--- src/rtl/wlvl_pkg.sv ---
package wlvl_pkg;

  localparam int RCNT_W = 2;

  typedef enum logic [2:0] {
    ST_IDLE,
    ST_WALK_LVL,
    ST_GAP_PREP,
    ST_ODT_SETTLE,
    ST_TRAIN,
    ST_TRAIN_OFF,
    ST_ODT_DRAIN,
    ST_WALK_NORM
  } seq_state_e;

  // Addressable ranks for a slot: counts beyond two are clipped.
  function automatic int unsigned eff_ranks(input logic [RCNT_W-1:0] c);
    return (c > 2'd2) ? 32'd2 : 32'(c);
  endfunction

  // Walk slot 0 is the target; later slots list the others in ascending order.
  function automatic int unsigned slot_to_dimm(input int unsigned slot,
                                               input int unsigned tgt);
    if (slot == 0) return tgt;
    if (slot - 1 < tgt) return slot - 1;
    return slot;
  endfunction

endpackage

--- src/rtl/wlvl_timer.sv ---
module wlvl_timer #(
  parameter int W = 8
) (
  input  logic         clk,
  input  logic         rst_n,
  input  logic         load_i,
  input  logic [W-1:0] val_i,
  output logic         zero_o
);

  logic [W-1:0] cnt_q;

  always_ff @(posedge clk) begin
    if (!rst_n)              cnt_q <= '0;
    else if (load_i)         cnt_q <= val_i;
    else if (cnt_q != '0)    cnt_q <= cnt_q - 1'b1;
  end

  assign zero_o = (cnt_q == '0);

  // every wait interval is one unbroken countdown
  p_tick_down_r8: assert property (@(posedge clk) disable iff (!rst_n)
    (!load_i && cnt_q != '0) |=> (cnt_q == $past(cnt_q) - 1'b1));

endmodule

--- src/rtl/wlvl_walk.sv ---
module wlvl_walk
  import wlvl_pkg::*;
#(
  parameter int NUM_DIMMS = 4,
  parameter int DIMM_W    = $clog2(NUM_DIMMS),
  parameter int CS_W      = DIMM_W + 1
) (
  input  logic                        clk,
  input  logic                        rst_n,
  input  logic                        go_i,
  input  logic                        load_i,
  input  logic                        mode_i,
  input  logic [DIMM_W-1:0]           tgt_i,
  input  logic [NUM_DIMMS*RCNT_W-1:0] tbl_i,
  input  logic                        ready_i,
  output logic                        valid_o,
  output logic [CS_W-1:0]             cs_o,
  output logic                        mr2_o,
  output logic                        lvl_o,
  output logic                        qoff_o,
  output logic                        train_o,
  output logic                        tgt_hit_o,
  output logic                        fin_o,
  output logic                        empty_raw_o,
  output logic                        empty_lat_o
);

  localparam int SLOT_W = $clog2(NUM_DIMMS + 1);
  localparam int TBL_W  = NUM_DIMMS * RCNT_W;

  function automatic int unsigned cnt_of(input logic [TBL_W-1:0] tb,
                                         input int unsigned d);
    if (d >= NUM_DIMMS) return 0;
    return eff_ranks(tb[d*RCNT_W +: RCNT_W]);
  endfunction

  // First walk slot after 'from' that holds a present DIMM, NUM_DIMMS if none.
  function automatic int unsigned seek(input int from,
                                       input logic [TBL_W-1:0] tb,
                                       input int unsigned tg);
    int unsigned hit;
    hit = NUM_DIMMS;
    for (int j = NUM_DIMMS - 1; j >= 0; j--) begin
      if (j > from && cnt_of(tb, slot_to_dimm(32'(j), tg)) != 0) hit = 32'(j);
    end
    return hit;
  endfunction

  logic               active_q, rank_q, sel_q, mode_q;
  logic [SLOT_W-1:0]  slot_q;
  logic [DIMM_W-1:0]  tgt_q;
  logic [TBL_W-1:0]   tbl_q;

  logic [DIMM_W-1:0]  cur_dimm;
  int unsigned        nxt_slot, first_raw, first_lat, first_go;
  logic               last_rank, accept, last_cmd;

  always_comb begin
    cur_dimm  = DIMM_W'(slot_to_dimm(32'(slot_q), 32'(tgt_q)));
    nxt_slot  = seek(int'(32'(slot_q)), tbl_q, 32'(tgt_q));
    first_raw = seek(-1, tbl_i, 32'(tgt_i));
    first_lat = seek(-1, tbl_q, 32'(tgt_q));
    first_go  = load_i ? first_raw : first_lat;
    last_rank = (32'(rank_q) + 32'd1) >= cnt_of(tbl_q, 32'(cur_dimm));
  end

  assign accept   = active_q && ready_i;
  assign last_cmd = accept && sel_q && last_rank && (nxt_slot == NUM_DIMMS);

  always_ff @(posedge clk) begin
    if (!rst_n) begin
      active_q <= 1'b0;
      slot_q   <= '0;
      rank_q   <= 1'b0;
      sel_q    <= 1'b0;
      mode_q   <= 1'b0;
      tgt_q    <= '0;
      tbl_q    <= '0;
    end else begin
      if (load_i) begin
        tgt_q <= tgt_i;
        tbl_q <= tbl_i;
      end
      if (go_i) begin
        active_q <= (first_go != NUM_DIMMS);
        slot_q   <= SLOT_W'(first_go);
        rank_q   <= 1'b0;
        sel_q    <= 1'b0;
        mode_q   <= mode_i;
      end else if (accept) begin
        if (!sel_q) begin
          sel_q <= 1'b1;
        end else begin
          sel_q <= 1'b0;
          if (!last_rank) begin
            rank_q <= 1'b1;
          end else if (nxt_slot == NUM_DIMMS) begin
            active_q <= 1'b0;
          end else begin
            slot_q <= SLOT_W'(nxt_slot);
            rank_q <= 1'b0;
          end
        end
      end
    end
  end

  assign valid_o     = active_q;
  assign cs_o        = {cur_dimm, rank_q};
  assign mr2_o       = sel_q;
  assign tgt_hit_o   = (slot_q == '0);
  assign lvl_o       = mode_q && tgt_hit_o && !sel_q;
  assign qoff_o      = lvl_o && rank_q;
  assign train_o     = mode_q;
  assign fin_o       = last_cmd;
  assign empty_raw_o = (first_raw == NUM_DIMMS);
  assign empty_lat_o = (first_lat == NUM_DIMMS);

  // a stalled offer keeps every field
  p_hold_fields_r5: assert property (@(posedge clk) disable iff (!rst_n)
    (valid_o && !ready_i) |=> (valid_o && $stable(cs_o) && $stable(mr2_o) &&
                               $stable(lvl_o) && $stable(qoff_o) && $stable(train_o)));

  // an accepted register-1 command is followed by register 2 of the same rank
  p_mr2_follows_r3: assert property (@(posedge clk) disable iff (!rst_n)
    (valid_o && ready_i && !mr2_o) |=> (valid_o && mr2_o && $stable(cs_o)));

  // output-off only ever comes with leveling, in a register-1 command
  p_qoff_with_lvl_r4: assert property (@(posedge clk) disable iff (!rst_n)
    (valid_o && qoff_o) |-> (lvl_o && !mr2_o && tgt_hit_o));

endmodule

--- src/rtl/wlvl_ctl.sv ---
module wlvl_ctl
  import wlvl_pkg::*;
#(
  parameter int PASS_W    = 2,
  parameter int PREP_GAP  = 40,
  parameter int ODT_WAIT  = 10,
  parameter int TRAIN_LEN = 140,
  parameter int TW        = 8
) (
  input  logic              clk,
  input  logic              rst_n,
  input  logic              start_i,
  input  logic [PASS_W-1:0] pass_i,
  input  logic              walk_fin_i,
  input  logic              empty_raw_i,
  input  logic              empty_lat_i,
  input  logic              tmr_zero_i,
  output logic              go_o,
  output logic              go_mode_o,
  output logic              load_cfg_o,
  output logic              tmr_load_o,
  output logic [TW-1:0]     tmr_val_o,
  output logic              odt_o,
  output logic              train_o,
  output logic [PASS_W-1:0] pass_o,
  output logic              done_o
);

  localparam logic [TW-1:0] LD_PREP  = TW'(PREP_GAP - 1);
  localparam logic [TW-1:0] LD_ODT   = TW'(ODT_WAIT - 1);
  localparam logic [TW-1:0] LD_TRAIN = TW'(TRAIN_LEN - 1);

  seq_state_e        st_q, st_d;
  logic              odt_q, odt_d, trn_q, trn_d, done_q, done_d;
  logic [PASS_W-1:0] pass_q;

  always_comb begin
    st_d       = st_q;
    go_o       = 1'b0;
    go_mode_o  = 1'b0;
    load_cfg_o = 1'b0;
    tmr_load_o = 1'b0;
    tmr_val_o  = '0;
    odt_d      = odt_q;
    trn_d      = trn_q;
    done_d     = 1'b0;
    unique case (st_q)
      ST_IDLE: if (start_i) begin
        go_o       = 1'b1;
        go_mode_o  = 1'b1;
        load_cfg_o = 1'b1;
        if (empty_raw_i) begin
          st_d       = ST_GAP_PREP;
          tmr_load_o = 1'b1;
          tmr_val_o  = LD_PREP;
        end else begin
          st_d = ST_WALK_LVL;
        end
      end
      ST_WALK_LVL: if (walk_fin_i) begin
        st_d       = ST_GAP_PREP;
        tmr_load_o = 1'b1;
        tmr_val_o  = LD_PREP;
      end
      ST_GAP_PREP: if (tmr_zero_i) begin
        odt_d      = 1'b1;
        st_d       = ST_ODT_SETTLE;
        tmr_load_o = 1'b1;
        tmr_val_o  = LD_ODT;
      end
      ST_ODT_SETTLE: if (tmr_zero_i) begin
        trn_d      = 1'b1;
        st_d       = ST_TRAIN;
        tmr_load_o = 1'b1;
        tmr_val_o  = LD_TRAIN;
      end
      ST_TRAIN: if (tmr_zero_i) begin
        trn_d = 1'b0;
        st_d  = ST_TRAIN_OFF;
      end
      ST_TRAIN_OFF: begin
        odt_d      = 1'b0;
        st_d       = ST_ODT_DRAIN;
        tmr_load_o = 1'b1;
        tmr_val_o  = LD_ODT;
      end
      ST_ODT_DRAIN: if (tmr_zero_i) begin
        go_o = 1'b1;
        if (empty_lat_i) begin
          done_d = 1'b1;
          st_d   = ST_IDLE;
        end else begin
          st_d = ST_WALK_NORM;
        end
      end
      ST_WALK_NORM: if (walk_fin_i) begin
        done_d = 1'b1;
        st_d   = ST_IDLE;
      end
    endcase
  end

  always_ff @(posedge clk) begin
    if (!rst_n) begin
      st_q   <= ST_IDLE;
      odt_q  <= 1'b0;
      trn_q  <= 1'b0;
      done_q <= 1'b0;
      pass_q <= '0;
    end else begin
      st_q   <= st_d;
      odt_q  <= odt_d;
      trn_q  <= trn_d;
      done_q <= done_d;
      if (load_cfg_o) pass_q <= pass_i;
    end
  end

  assign odt_o   = odt_q;
  assign train_o = trn_q;
  assign pass_o  = pass_q;
  assign done_o  = done_q;

  // training runs only under termination that was already on
  p_train_under_odt_r7: assert property (@(posedge clk) disable iff (!rst_n)
    $rose(trn_q) |-> $past(odt_q));
  p_train_needs_odt_r7: assert property (@(posedge clk) disable iff (!rst_n)
    trn_q |-> odt_q);
  // pass value frozen through training
  p_pass_frozen_r7: assert property (@(posedge clk) disable iff (!rst_n)
    (trn_q && $past(trn_q)) |-> $stable(pass_q));
  // termination leaves one cycle after training
  p_odt_trails_r8: assert property (@(posedge clk) disable iff (!rst_n)
    $fell(trn_q) |=> $fell(odt_q));
  // completion is a single-cycle pulse
  p_done_single_r10: assert property (@(posedge clk) disable iff (!rst_n)
    done_q |=> !done_q);

endmodule

--- src/rtl/wlvl_seq.sv ---
module wlvl_seq
  import wlvl_pkg::*;
#(
  parameter int NUM_DIMMS = 4,
  parameter int PASS_W    = 2,
  parameter int PREP_GAP  = 40,
  parameter int ODT_WAIT  = 10,
  parameter int TRAIN_LEN = 140,
  localparam int DIMM_W   = $clog2(NUM_DIMMS),
  localparam int CS_W     = DIMM_W + 1,
  localparam int TBL_W    = NUM_DIMMS * RCNT_W
) (
  input  logic              clk,
  input  logic              rst_n,
  input  logic              start_i,
  input  logic [DIMM_W-1:0] tgt_dimm_i,
  input  logic [PASS_W-1:0] pass_i,
  input  logic [TBL_W-1:0]  rank_cnt_i,
  output logic              done_o,
  output logic              cmd_valid_o,
  input  logic              cmd_ready_i,
  output logic [CS_W-1:0]   cmd_cs_o,
  output logic              cmd_mr2_o,
  output logic              cmd_level_o,
  output logic              cmd_qoff_o,
  output logic              cmd_train_o,
  output logic              cmd_target_o,
  output logic              phy_odt_en_o,
  output logic              phy_train_en_o,
  output logic [PASS_W-1:0] phy_pass_o
);

  localparam int TMAX = (TRAIN_LEN > PREP_GAP) ?
                        ((TRAIN_LEN > ODT_WAIT) ? TRAIN_LEN : ODT_WAIT) :
                        ((PREP_GAP > ODT_WAIT) ? PREP_GAP : ODT_WAIT);
  localparam int TW   = $clog2(TMAX + 1);

  logic          go, go_mode, load_cfg, walk_fin, empty_raw, empty_lat;
  logic          tmr_load, tmr_zero;
  logic [TW-1:0] tmr_val;

  wlvl_ctl #(
    .PASS_W(PASS_W), .PREP_GAP(PREP_GAP), .ODT_WAIT(ODT_WAIT),
    .TRAIN_LEN(TRAIN_LEN), .TW(TW)
  ) ctl_i (
    .clk(clk), .rst_n(rst_n), .start_i(start_i), .pass_i(pass_i),
    .walk_fin_i(walk_fin), .empty_raw_i(empty_raw), .empty_lat_i(empty_lat),
    .tmr_zero_i(tmr_zero), .go_o(go), .go_mode_o(go_mode),
    .load_cfg_o(load_cfg), .tmr_load_o(tmr_load), .tmr_val_o(tmr_val),
    .odt_o(phy_odt_en_o), .train_o(phy_train_en_o), .pass_o(phy_pass_o),
    .done_o(done_o)
  );

  wlvl_walk #(.NUM_DIMMS(NUM_DIMMS), .DIMM_W(DIMM_W), .CS_W(CS_W)) walk_i (
    .clk(clk), .rst_n(rst_n), .go_i(go), .load_i(load_cfg), .mode_i(go_mode),
    .tgt_i(tgt_dimm_i), .tbl_i(rank_cnt_i), .ready_i(cmd_ready_i),
    .valid_o(cmd_valid_o), .cs_o(cmd_cs_o), .mr2_o(cmd_mr2_o),
    .lvl_o(cmd_level_o), .qoff_o(cmd_qoff_o), .train_o(cmd_train_o),
    .tgt_hit_o(cmd_target_o), .fin_o(walk_fin),
    .empty_raw_o(empty_raw), .empty_lat_o(empty_lat)
  );

  wlvl_timer #(.W(TW)) tmr_i (
    .clk(clk), .rst_n(rst_n), .load_i(tmr_load), .val_i(tmr_val),
    .zero_o(tmr_zero)
  );

  // the command port is silent while termination is on
  p_quiet_under_odt_r9: assert property (@(posedge clk) disable iff (!rst_n)
    phy_odt_en_o |-> !cmd_valid_o);
  // training flags only appear while the leveling walk runs
  p_lvl_only_training_r4: assert property (@(posedge clk) disable iff (!rst_n)
    (cmd_valid_o && cmd_level_o) |-> cmd_train_o);

endmodule

--- config.mk ---
export PLATFORM = sky130hd
export DESIGN_NAME = wlvl_seq
export DESIGN_NICKNAME = d
export VERILOG_FILES = /design/src/rtl/wlvl_pkg.sv /design/src/rtl/wlvl_timer.sv /design/src/rtl/wlvl_walk.sv /design/src/rtl/wlvl_ctl.sv /design/src/rtl/wlvl_seq.sv
export SDC_FILE = /design/constraint.sdc
export NUM_CORES = 1
export LEC_CHECK = 0
export ABC_AREA = 1
export BUFFER_PORTS_ARGS = -buffer_cell sky130_fd_sc_hd__buf_4
export CAP_MARGIN = 20
export CORE_MARGIN = 3
export CORE_UTILIZATION = 40
export CTS_CLUSTER_DIAMETER = 120
export DETAILED_ROUTE_END_ITERATION = 16
export HOLD_SLACK_MARGIN = 0.08
export PLACE_DENSITY = 0.7
export SYNTH_ARGS = -nofsm -noshare
export SYNTH_HDL_FRONTEND = slang
export SYNTH_SLANG_ARGS = --single-unit
--- constraint.sdc ---
create_clock -name clk -period 5.2 [get_ports clk]
set_input_delay 0.52 -clock clk [delete_from_list [all_inputs] [get_ports clk]]
set_output_delay 0.52 -clock clk [all_outputs]
set_load 0.01 [all_outputs]
# After elaboration in Yosys (flattened, before gate mapping)
# Index checks and enable logic that the tools add are counted.
# Widths: inputs -> output; s select.
# word_totals
elab_cells	218
reg_bits	33
inputBits	16
output_inout_bits	14
# op_classes
reduce_logical	38
add_sub_neg	3
n_eq_ne	20
magnitude_cmp	28
shifts	9
n_bitwise	1
n_mux	106
# op_table
operator	count
$mux 32	8
$reduce_bool 32->1	8
$mux 3	25
$shiftx 8x4->2	7
$mux 2	20
$pmux 8 s5	1
$mux 1	39
$ge 32x32->1	1
$lt 32x2->1	1
$mux 8	4
$ne 32x3->1 const B	1
$pmux 3 s8	1
$eq 3x3->1 const B	7
$ge 2x3->1 const B	6
$gt 2x2->1 const B	9
$shiftx 8x3->2	2
$reduce_bool 2->1	7
$mux 6	2
$ne 2x1->1 const B	6
$logic_and 1x1->1	10
$logic_not 8->1	1
$lt 1x2->1 const A	4
$pmux 1 s2	4
$reduce_and 4->1	2
20 further kinds	29

# Depth between registers and ports, before layout
# Gate-level depths: netlist of run 1.
# depth
word_depth	18
ltp_mapped	18
mapped_depth_nobuf	18

# By module
# A second synthesis of run 1 with hierarchy kept.
# unflattened
cells_unflattened	371
area_unflattened_um2	2317.2
# by_module_without_submodules
module	instances	cells_each	area_per_inst_um2	seq_area_each_um2
wlvl_walk	1	204	1273.7	340.3
wlvl_ctl	1	97	565.5	160.2
wlvl_timer	1	70	478.0	160.2

# Least setup slack after synthesis of run 1
# OpenSTA, ideal clock, no wires.
# synth_timing
path_kind	register to register
start	register walk_i.slot_q[0]
end	register tmr_i.cnt_q[7]
arrival_ns	2.105
stages_incl_launch_ff	15
n_path_buf	0
setup_time_ns	0.120
path_slack_ns	2.975
t_required_ns	5.080
period_less_slack_ns	2.225
cell_sequence	dfxtp_1 -> inv_1 -> ha_1 -> inv_1 -> ha_1 -> nand2_2 -> nand4_2 -> a21oi_2 -> nand3_2 -> nand2_2 -> nand2_4 -> nand3_4 -> nand3_4 -> o21ai_1 -> a21oi_1
# synth_via
elab_chain_len	15
word_cells_on_any_way	30
classes_between	1 x add/sub; 6 x order compare; 1 x eq/ne; 1 x shift; 14 x mux; 7 x reduce/logical
# synth_lines
element	line	text
start: declaration	wlvl_walk.sv:50	logic [SLOT_W-1:0] slot_q;
start signal: assignment	wlvl_walk.sv:86	slot_q <= SLOT_W'(first_go);
start signal: assignment	wlvl_walk.sv:100	slot_q <= SLOT_W'(nxt_slot);
$sub 3x1->4	wlvl_pkg.sv:25	if (slot - 1 < tgt) return slot - 1;
$lt 32x2->1	wlvl_pkg.sv:25	
$mux 1 (2 in series)	wlvl_pkg.sv:25	
$mux 2	wlvl_pkg.sv:26	return slot;
$mux 2 *	wlvl_pkg.sv:25	
named net cmd_cs_o[2]	wlvl_seq.sv:22	output logic [CS_W-1:0] cmd_cs_o,
$shiftx 8x4->2 *	wlvl_walk.sv:34	return eff_ranks(tb[d*RCNT_W +: RCNT_W]);
$gt 2x2->1	wlvl_pkg.sv:18	return (c > 2'd2) ? 32'd2 : 32'(c);
$mux 2 *	wlvl_pkg.sv:18	
$ge 32x32->1 *	wlvl_walk.sv:64	last_rank = (32'(rank_q) + 32'd1) >= cnt_of(tbl_q, 32'(cur_dimm));
$logic_and 1x1->1 * (2 in series)	wlvl_walk.sv:68	assign last_cmd = accept && sel_q && last_rank && (nxt_slot == NUM_DIMMS);
$mux 1 *	wlvl_ctl.sv:60	ST_WALK_LVL: if (walk_fin_i) begin
$pmux 1 s4 *	wlvl_ctl.sv:47	unique case (st_q)
$mux 8 / $reduce_bool 2->1 (equally long branches)	n/a	
end signal: assignment	wlvl_timer.sv:15	else if (load_i) cnt_q <= val_i;
end signal: assignment	wlvl_timer.sv:16	else if (cnt_q != '0) cnt_q <= cnt_q - 1'b1;
end: declaration	wlvl_timer.sv:11	logic [W-1:0] cnt_q;
# Mark *: on every way through the listed nets, which the timed path passes. The rest lies on a longest branch. The select of a mux whose other input is x is not followed.
# A chain may end at the register's enable or synchronous reset.

# Worst setup path after layout of run 1
# layout_timing
start	register walk_i.slot_q[0]
end	output port cmd_cs_o[1]
# layout_via
elab_chain_len	6
word_cells_on_any_way	10
classes_between	1 x add/sub; 1 x order compare; 7 x mux; 1 x reduce/logical
# layout_lines
element	line
$sub 3x1->4	wlvl_pkg.sv:25
$lt 32x2->1	wlvl_pkg.sv:25
$mux 1 (2 in series)	wlvl_pkg.sv:25
$mux 2	wlvl_pkg.sv:26
$mux 2 *	wlvl_pkg.sv:25
end: declaration	wlvl_seq.sv:22
# Every way passes the cells marked *; elsewhere a longest branch is shown, timed or not. The select of a mux whose other input is x is not followed.

==> run_results.csv, run 1 <==
group,metric,value,unit
timing,slew_headroom,54.4,%
worst_setup_path,crit_path_end_kind,"output pin",
worst_setup_path,worstPathArrival,2.05,ns
layout,layout_commonest_cell,"nand2_1",
worst_setup_path,start_kind,"register",
routing,post_drt_wl_per_cell,11.9,um
routing,drc,0,
synthesis,syn_avg_cell_area,6.66,um^2
worst_setup_path,r2r_cells,15,
timing,min_period,2.57,ns
routing,postRouteWirelength,5070,um
worst_setup_path,r2r-start,"walk_i.slot_q[0]",
place,io_buffers,29,
routing,drtAntennaViolNets,0,
clock_tree,cts_buffer_depth,2,
synthesis,synth_top_family_by_area,"simple AND/OR/NAND/NOR gates",
worst_setup_path,critPathKind,"register to output pin",
layout,final_area,0.00253,mm^2
clock_tree,cts_made_buffers,5,
layout,layout_common_cells,"58 x nand2_1, 46 x inv_1, 34 x nor2_1",
routing,firstDrtPassIters,4,
pwr,peakVddDrop,0.225,mV
synthesis,seq_area_frac_synth,30.4,%
grt,grt_first_pass_wirelength,8790,um
layout,layout-drive-gt1-share,20.2,%
clock_tree,clkSlewWorstSetupHoldPaths,0.07,ns
floorplan,top_level_ports,30,
outcome,outcome,"finished clean",
floorplan,placementRows,26,
floorplan,initial_core_util,41.9,%
timing,whs,0.465,ns
clock_tree,clockRootBuffer,"clkbuf_8",
timing,worst_pin_slew,0.682,ns
grt,grt-ovfl-total,0,
synthesis,yosys_warnings,0,
place,place_congestion,0.815,
pwr,power_density,565,mW/mm^2
timing,grt_setup_unrepaired,"false",
grt,grt_pass1_vias,1936,
synthesis,synth_nets,348,
routing,vias,2072,
clock_tree,insertion_delay,0.28,ns
clock_tree,cts_num_sinks,33,
synthesis,synth_compound_area_share,17.6,%
timing,period_share,49.3,%
synthesis,synth-xor-area-share,2.42,%
synthesis,synth-simple-area-share,35.9,%
routing,first_iter_violations,101,
grt,antenna_found_initial,0,
layout,area_growth,16.5,%
timing,hold_viol,0,
hold_path,worstHoldStart,"ctl_i.odt_o",
synthesis,synth_cell_types,37,
floorplan,die-area,0.00634,mm^2
hold_path,hold_path.class,"register to register",
synthesis,ys_ff_latch,33,
worst_setup_path,r2r_slack,2.78,ns
clock_tree,post-cts-setup-buffer-count,0,
pwr,p_leak,1.16,nW
timing,setup_tns,0,ns
clock_tree,cts-resized-gates,0,
timing,setup_viol,0,
synthesis,synth_cells,326,
worst_setup_path,required,4.68,ns
timing,slew_violations,0,
clock_tree,ctsHoldBuffers,0,
job,maxCapViolations,0,
grt,grt_max_degree,23,
clock_tree,cts_tree,"done",
hold_path,whs_path_depth,2,
worst_setup_path,cp_max_fo,5,
layout,nets,378,
floorplan,die_y,79.6,um
place,dp_hpwl,3990,um
timing,max_freq,390,MHz
layout,diodes,0,
layout,utilization,48.9,%
synthesis,synth_fa_ha_area_share,3.46,%
routing,detail_route.vias_per_cell,4.85,
grt,track_usage,17.3,%
worst_setup_path,crit_start,"walk_i.slot_q[0]",
clock_tree,htreeDepth,2,
floorplan,die_width,79.6,um
place,dpl_cell_area,0.00245,mm^2
synthesis,syn-cell-area,0.00217,mm^2
synthesis,synthMuxAreaShare,0,%
timing,fin_skew,0.00751,ns
floorplan,core_area,0.00517,mm^2
-- registers in the layout, indices dropped and copies added, names as in the netlist --
| name | count |
|---|---|
| ctl_i.done_o | 1 |
| ctl_i.odt_o | 1 |
| ctl_i.pass_o | 2 |
| ctl_i.st_q | 3 |
| ctl_i.train_o | 1 |
| tmr_i.cnt_q | 8 |
| walk_i.mr2_o | 1 |
| walk_i.rank_q | 1 |
| walk_i.slot_q | 3 |
| walk_i.tbl_q | 8 |
| walk_i.tgt_q | 2 |
| walk_i.train_o | 1 |
| walk_i.valid_o | 1 |
-- final cells by class --
cell class | count | area [um^2]
Tap cell | 70 | 87.6
Sequential cell | 33 | 661
Clock buffer | 8 | 80.1
Fill cell | 532 | 2650
Inverter | 51 | 191
Multi-Input combinational cell | 236 | 1290
Timing Repair Buffer | 29 | 218
-- worst max-delay path: stages, from the launching register on --
cell and delay [ns]:
dfxtp_1 0.41, inv_1 0.13, ha_1 0.30, inv_1 0.09
ha_1 0.24, nand2_2 0.10, nand2_2 0.07, nand2_1 0.07
nand3_2 0.10, nand2_2 0.09, inv_1 0.05, buf_4 0.13
-- final timing paths --
path | endpoint
setup / recovery | cmd_cs_o[1]
hold / removal | ctl_i.odt_o
setup reg to reg | tmr_i.cnt_q[1]
hold reg to reg | ctl_i.odt_o
-- per-layer routing --
metal	global-route usage (%)	share of wire, %	vias to the layer above	wire (um)
met1	22.9	50	909	2520
met5	0	0	-	0
met3	3.61	4.4	7	222
met2	28.8	45	35	2270
li1	-	-	1121	-
met4	3.61	1.0	0	53
-- power by group --
group          internal (mW)  switching (mW)
Sequential             0.319          0.0606
Combinational          0.322           0.540
Clock                 0.0951          0.0923
-- synthesized netlist by cell type, drive strengths merged --
master | count | share of area [%]
o31ai | 1 | 0.58
inv | 50 | 8.7
a31oi | 2 | 0.58
dfxtp | 33 | 30
or2 | 3 | 0.87
nand3 | 21 | 6.7
xor2 | 6 | 2.4
o21a | 2 | 0.69
nor2 | 41 | 8.6
o211ai | 1 | 0.35
clkbuf | 3 | 0.52
nand4 | 6 | 2.3
a211oi | 1 | 0.35
nor3 | 15 | 3.5
buf | 3 | 0.75
o22ai | 1 | 0.29
nand2 | 69 | 13
nor4 | 2 | 0.58
o21ai | 24 | 6.2
clkinv | 1 | 0.17
a21oi | 35 | 8.6
ha | 6 | 3.5
-- kinds of logic (layout without fill, tap and decap cells) --
kind of cell               count (synthesis)  after routing
and+or+nand+nor                          157            157
AOI/OAI and AO/OA                         67             67
buffers and inverters                     57             88
DFF                                       33             33
adders and majority gates                  6              6
xor gates and xnor gates                   6              6
-- per-stage QoR --
stage / power (mW) / std cells / setup slack, ns
after floorplan: 1.04 / 326 / 2.98
after global placement: 1.23 / 419 / 2.85
after detailed placement: 1.24 / 419 / 2.77
after CTS: 1.44 / 427 / 2.62
after global routing: 1.57 / 427 / 2.50
final: 1.43 / 427 / 2.63
Power figures use the tool's default switching activity.
==> run 2, diff against run 1 <==
PLACE_DENSITY = 0.72   (was 0.7)
clock period = 2.1 ns   (was 5.2 ns; I/O delays follow)
==> run_results.csv, run 2 (synthesized netlist as in run 1, its figures left out) <==
group,metric,value,unit
outcome,outcome,"finished with violations",
outcome,violations,"setup timing",
floorplan,die_y,79.6,um
place,dp_hpwl,4080,um
clock_tree,cts_made_buffers,5,
floorplan,initial_core_util,41.9,%
routing,drc,0,
place,place_congestion,0.851,
routing,wl_met3,200,um
worst_setup_path,r2r-start,"walk_i.slot_q[0]",
layout,layout-drive-gt1-share,29.7,%
worst_setup_path,start_kind,"register",
clock_tree,cts_tree,"done",
clock_tree,cts_buffer_depth,2,
worst_setup_path,required,2.31,ns
clock_tree,clkSlewWorstSetupHoldPaths,0.07,ns
timing,setup_slack,-0.119,ns
routing,highest_layer,"met4",
timing,worst_pin_slew,0.454,ns
floorplan,placementRows,26,
timing,setup_tns,-0.641,ns
layout,diodes,0,
routing,detail_route.vias_per_cell,4.90,
grt,grt-ovfl-total,0,
pwr,p_leak,1.28,nW
timing,whs,0.177,ns
timing,max_freq,451,MHz
worst_setup_path,crit_path_end_kind,"register",
layout,area_growth,30.5,%
floorplan,top_level_ports,30,
routing,met1_length,2570,um
place,io_buffers,29,
routing,first_iter_violations,102,
layout,fillers,498,
routing,postRouteWirelength,5270,um
timing,slew_headroom,69.5,%
routing,post_drt_wl_per_cell,11.9,um
worst_setup_path,critPathKind,"register to register",
timing,fin_skew,0.00616,ns
routing,drtAntennaViolNets,0,
layout,layout_commonest_cell,"nand2_1",
clock_tree,htreeDepth,2,
timing,slew_violations,0,
place,pre_cts_ws,-0.118,ns
grt,track_usage,17.6,%
clock_tree,cts_num_sinks,33,
worst_setup_path,cp_max_fo,5,
grt,grt_max_degree,22,
timing,grt_setup_unrepaired,"true",
floorplan,die_width,79.6,um
pwr,peakVddDrop,0.578,mV
layout,multi_input_area,0.00141,mm^2
hold_path,worstHoldStart,"pass_i[0]",
routing,firstDrtPassIters,4,
grt,antenna_found_initial,0,
layout,largestRegisters,"tmr_i.cnt_q (8), walk_i.tbl_q (8)",
timing,hold_viol,0,
floorplan,core_area,0.00517,mm^2
worst_setup_path,cp_slowest_cell,"dfxtp_4",
clock_tree,insertion_delay,0.29,ns
layout,nets,395,
grt,grt_pass1_vias,1992,
pwr,power_density,1480,mW/mm^2
job,maxCapViolations,0,
layout,seq_area,668,um^2
floorplan,die-area,0.00634,mm^2
worst_setup_path,max_stage_delay,0.36,ns
timing,setup_viol,15,
grt,grt_first_pass_wirelength,8920,um
timing,min_period,2.22,ns
clock_tree,clockRootBuffer,"clkbuf_8",
layout,layout_common_cells,"54 x nand2_1, 45 x buf_4, 42 x inv_1",
timing,period_share,106,%
routing,wl_met2,2440,um
worst_setup_path,crit_start,"walk_i.slot_q[0]",
worst_setup_path,worstPathArrival,2.43,ns
worst_setup_path,crit_chain,"inv_4, ha_4, ha_4, inv_2, nor2_4, nand4_2, a21oi_4, nand3_2, nand2_2, nand2_4, nand3_4, nand3_4, nor2_4, nand2_2, a21oi_2",
routing,vias,2176,
hold_path,hold_path.class,"primary input to register",
run 2: changes by cell type in the layout (fill, tap and decap cells not counted), moves of 2 or more:
cell,before,now
a21oi_1,32,30
a21oi_4,0,2
buf_4,29,45
clkbuf_1,3,1
dfxtp_1,33,31
dfxtp_4,0,2
ha_1,6,2
ha_4,0,4
inv_1,46,42
inv_4,0,2
nand2_1,58,54
nand2_4,1,4
run 2: metrics by stage:
stage | util (%) | area (um^2) | std cells | power, mW
3_3_place_gp | 51.2 | 2650 | 433 | 3.39
2_1_floorplan | - | 2260 | 326 | 2.76
6_report | 54.7 | 2830 | 444 | 4.19
4_1_cts | 53.6 | 2770 | 441 | 4.07
5_1_grt | 54.7 | 2830 | 444 | 4.55
3_5_place_dp | 51.2 | 2650 | 433 | 3.44
run 2: layout make-up:
type	count	share of cell area, %
sequential	33	23.6
inverter	51	7.11
clock buffer	8	3.93
tap	70	3.09
timing repair buffer	46	12.3
multi-input combinational	236	49.9
run 2: power breakdown:
part / leakage [nW] / switching [mW] / total, mW / internal, mW
sequential: 0.273 / 0.135 / 0.933 / 0.798
clock: 0.0566 / 0.240 / 0.579 / 0.339
combinational: 0.949 / 1.55 / 2.68 / 1.12
total: 1.28 / 1.93 / 4.19 / 2.26
run 2: worst max-delay path: cells and delay by family (launching register included):
family | cells | cell delay, ns
AND/OR/NAND/NOR | 9 | 0.96
adder cells (fa/ha/maj) | 2 | 0.41
flip-flops | 1 | 0.36
AO/OA/AOI/OAI | 2 | 0.32
buffers and inverters | 2 | 0.08
run 2: metal layers:
layer	GRT usage (%)	up-vias
met3	3.16	5
met4	4.64	0
met1	24.1	980
li1	-	1154
met5	0	-
met2	28.2	37
run 2: path summary, 6_finish.rpt:
check / to / cells after the start / slack (ns)
min reg2reg: ctl_i.odt_o / 2 / 0.47
min: ctl_i.pass_o[0] / 3 / 0.18
max reg2reg: tmr_i.cnt_q[1] / 15 / -0.12
max: tmr_i.cnt_q[1] / 15 / -0.12
run 2: timing repair:
item / in CTS / in global routing
cloned: 0 / 0
pin swaps: 5 / 2
buffers inserted: 0 / 3
gates resized for setup: 4 / 10
setup endpoints to repair: 16 / 18
hold buffers: 0 / 0
==> run 3, diff against run 2 <==
BUFFER_PORTS_ARGS = -buffer_cell sky130_fd_sc_hd__buf_2   (was -buffer_cell sky130_fd_sc_hd__buf_4)
==> run_results.csv, run 3 (synthesized netlist as in run 1, its figures left out) <==
group,metric,value,unit
worst_setup_path,reg2reg_to,"tmr_i.cnt_q[1]",
timing,fin_skew,0.00799,ns
routing,drc,0,
clock_tree,cts_buffer_depth,2,
timing,whs,0.170,ns
floorplan,die_width,79.6,um
floorplan,initial_core_util,41.9,%
floorplan,core_area,0.00517,mm^2
clock_tree,cts_num_sinks,33,
layout,layout_commonest_cell,"nand2_1",
pwr,peakVddDrop,0.726,mV
worst_setup_path,crit_path_end_kind,"register",
floorplan,placementRows,26,
routing,post_drt_wl_per_cell,12.0,um
clock_tree,cts_tree,"done",
outcome,outcome,"finished with violations",
worst_setup_path,cp_max_fo,5,
clock_tree,clkSlewWorstSetupHoldPaths,0.07,ns
worst_setup_path,required,2.33,ns
job,maxCapViolations,0,
grt,grt_pass1_vias,1927,
layout,diodes,0,
floorplan,die-area,0.00634,mm^2
worst_setup_path,r2r_cells,17,
timing,grt_setup_unrepaired,"true",
worst_setup_path,r2r-start,"walk_i.slot_q[0]",
layout,fillers,491,
clock_tree,cts_made_buffers,5,
layout,nets,399,
clock_tree,clockRootBuffer,"clkbuf_8",
layout,largestRegisters,"tmr_i.cnt_q (8), walk_i.tbl_q (8)",
place,place_congestion,0.810,
routing,firstDrtPassIters,4,
timing,worst_pin_slew,0.459,ns
layout,multi_input_area,0.00144,mm^2
clock_tree,insertion_delay,0.29,ns
clock_tree,ctsHoldBuffers,0,
hold_path,hold_path.class,"primary input to register",
routing,detail_route.vias_per_cell,4.95,
worst_setup_path,cp-endpoint,"tmr_i.cnt_q[1]",
pwr,p_leak,1.29,nW
grt,antenna_found_initial,0,
routing,vias,2219,
worst_setup_path,crit_start,"walk_i.slot_q[0]",
timing,slew_headroom,69.1,%
place,pre_cts_ws,-0.126,ns
timing,slew_violations,0,
clock_tree,htreeDepth,2,
routing,drtAntennaViolNets,0,
grt,grt-ovfl-total,0,
routing,postRouteWirelength,5390,um
timing,max_freq,454,MHz
timing,period_share,105,%
timing,setup_viol,14,
worst_setup_path,r2r_slack,-0.10,ns
layout,layout-drive-gt1-share,31.5,%
layout,seq_area,668,um^2
layout,area_growth,30.7,%
grt,grt_max_degree,22,
floorplan,die_y,79.6,um
timing,min_period,2.20,ns
place,dp_hpwl,3940,um
place,dp.cells,433,
layout,layout_common_cells,"54 x nand2_1, 41 x inv_1, 34 x nor2_1",
timing,setup_tns,-0.686,ns
grt,grt_first_pass_wirelength,8700,um
pwr,power_density,1500,mW/mm^2
timing,setup_slack,-0.102,ns
layout,utilization,54.8,%
timing,hold_viol,0,
layout,layoutNonFillerInstCount,448,
outcome,violations,"setup timing",
worst_setup_path,start_kind,"register",
worst_setup_path,critPathKind,"register to register",
routing,first_iter_violations,87,
place,io_buffers,29,
floorplan,top_level_ports,30,
grt,track_usage,17.2,%
worst_setup_path,worstPathArrival,2.43,ns
-- run 3: changes by cell type in the layout (fill, tap and decap cells not counted), moves of 2 or more --
cell	before	now
o21ai_2	5	7
buf_2	0	28
buf_4	45	20
o21ai_0	14	11
-- run 3: worst min-delay path by stage --
stage,start,to,cells after the start
2_1_floorplan,rst_n,tmr_i.cnt_q[2],2
3_3_place_gp,ctl_i.pass_o[0],ctl_i.pass_o[0],2
3_5_place_dp,walk_i.tbl_q[6],walk_i.tbl_q[6],2
4_1_cts,pass_i[0],ctl_i.pass_o[0],3
5_1_grt,rank_cnt_i[6],walk_i.tbl_q[6],3
6_report,pass_i[0],ctl_i.pass_o[0],3
-- run 3: final cells by class --
type	count	area share (%)
Tap cell	70	3.09
Inverter	51	7.11
Clock inverter	2	1.24
Sequential cell	33	23.6
Clock buffer	6	3.31
Timing Repair Buffer	50	11.0
Multi-Input combinational cell	236	50.7
-- run 3: critical path, stage by stage (launching register included) --
cell     delay [ns]
dfxtp_4        0.37
inv_6          0.04
ha_4           0.26
inv_4          0.03
ha_4           0.15
nor2_4         0.15
nand4_1        0.12
nand3_2        0.14
nand2_4        0.07
nand2_2        0.06
nand3_2        0.07
nand2_2        0.09
nand2_4        0.07
nand3_4        0.09
nand3_4        0.12
nor2_4         0.13
nand2_2        0.07
a21oi_2        0.11
-- run 3: what timing repair did --
action / 4_1_cts / 5_1_grt
pin swaps: 7 / 2
setup endpoints to repair: 16 / 17
gates cloned: 0 / 0
gates resized for setup: 4 / 19
setup buffers: 2 / 5
-- run 3: power by group --
group          internal, mW  total (mW)  switching (mW)
logic                  1.09        2.66            1.57
registers             0.797       0.930           0.133
clock network         0.424       0.669           0.245
-- run 3: layer usage --
| metal | share of wire (%) | track usage, % | up-vias |
|---|---|---|---|
| li1 | - | - | 1164 |
| met1 | 49 | 23.1 | 1015 |
| met2 | 47 | 28.0 | 35 |
| met3 | 3.6 | 3.50 | 5 |
| met4 | 1.1 | 4.12 | 0 |
| met5 | 0 | 0 | - |
-- run 3: stage by stage --
stage | total power [mW] | area [um^2]
floorplan | 2.76 | 2260
global placement | 3.30 | 2570
detailed placement | 3.33 | 2570
CTS | 4.06 | 2730
global route | 4.63 | 2840
finish | 4.26 | 2840
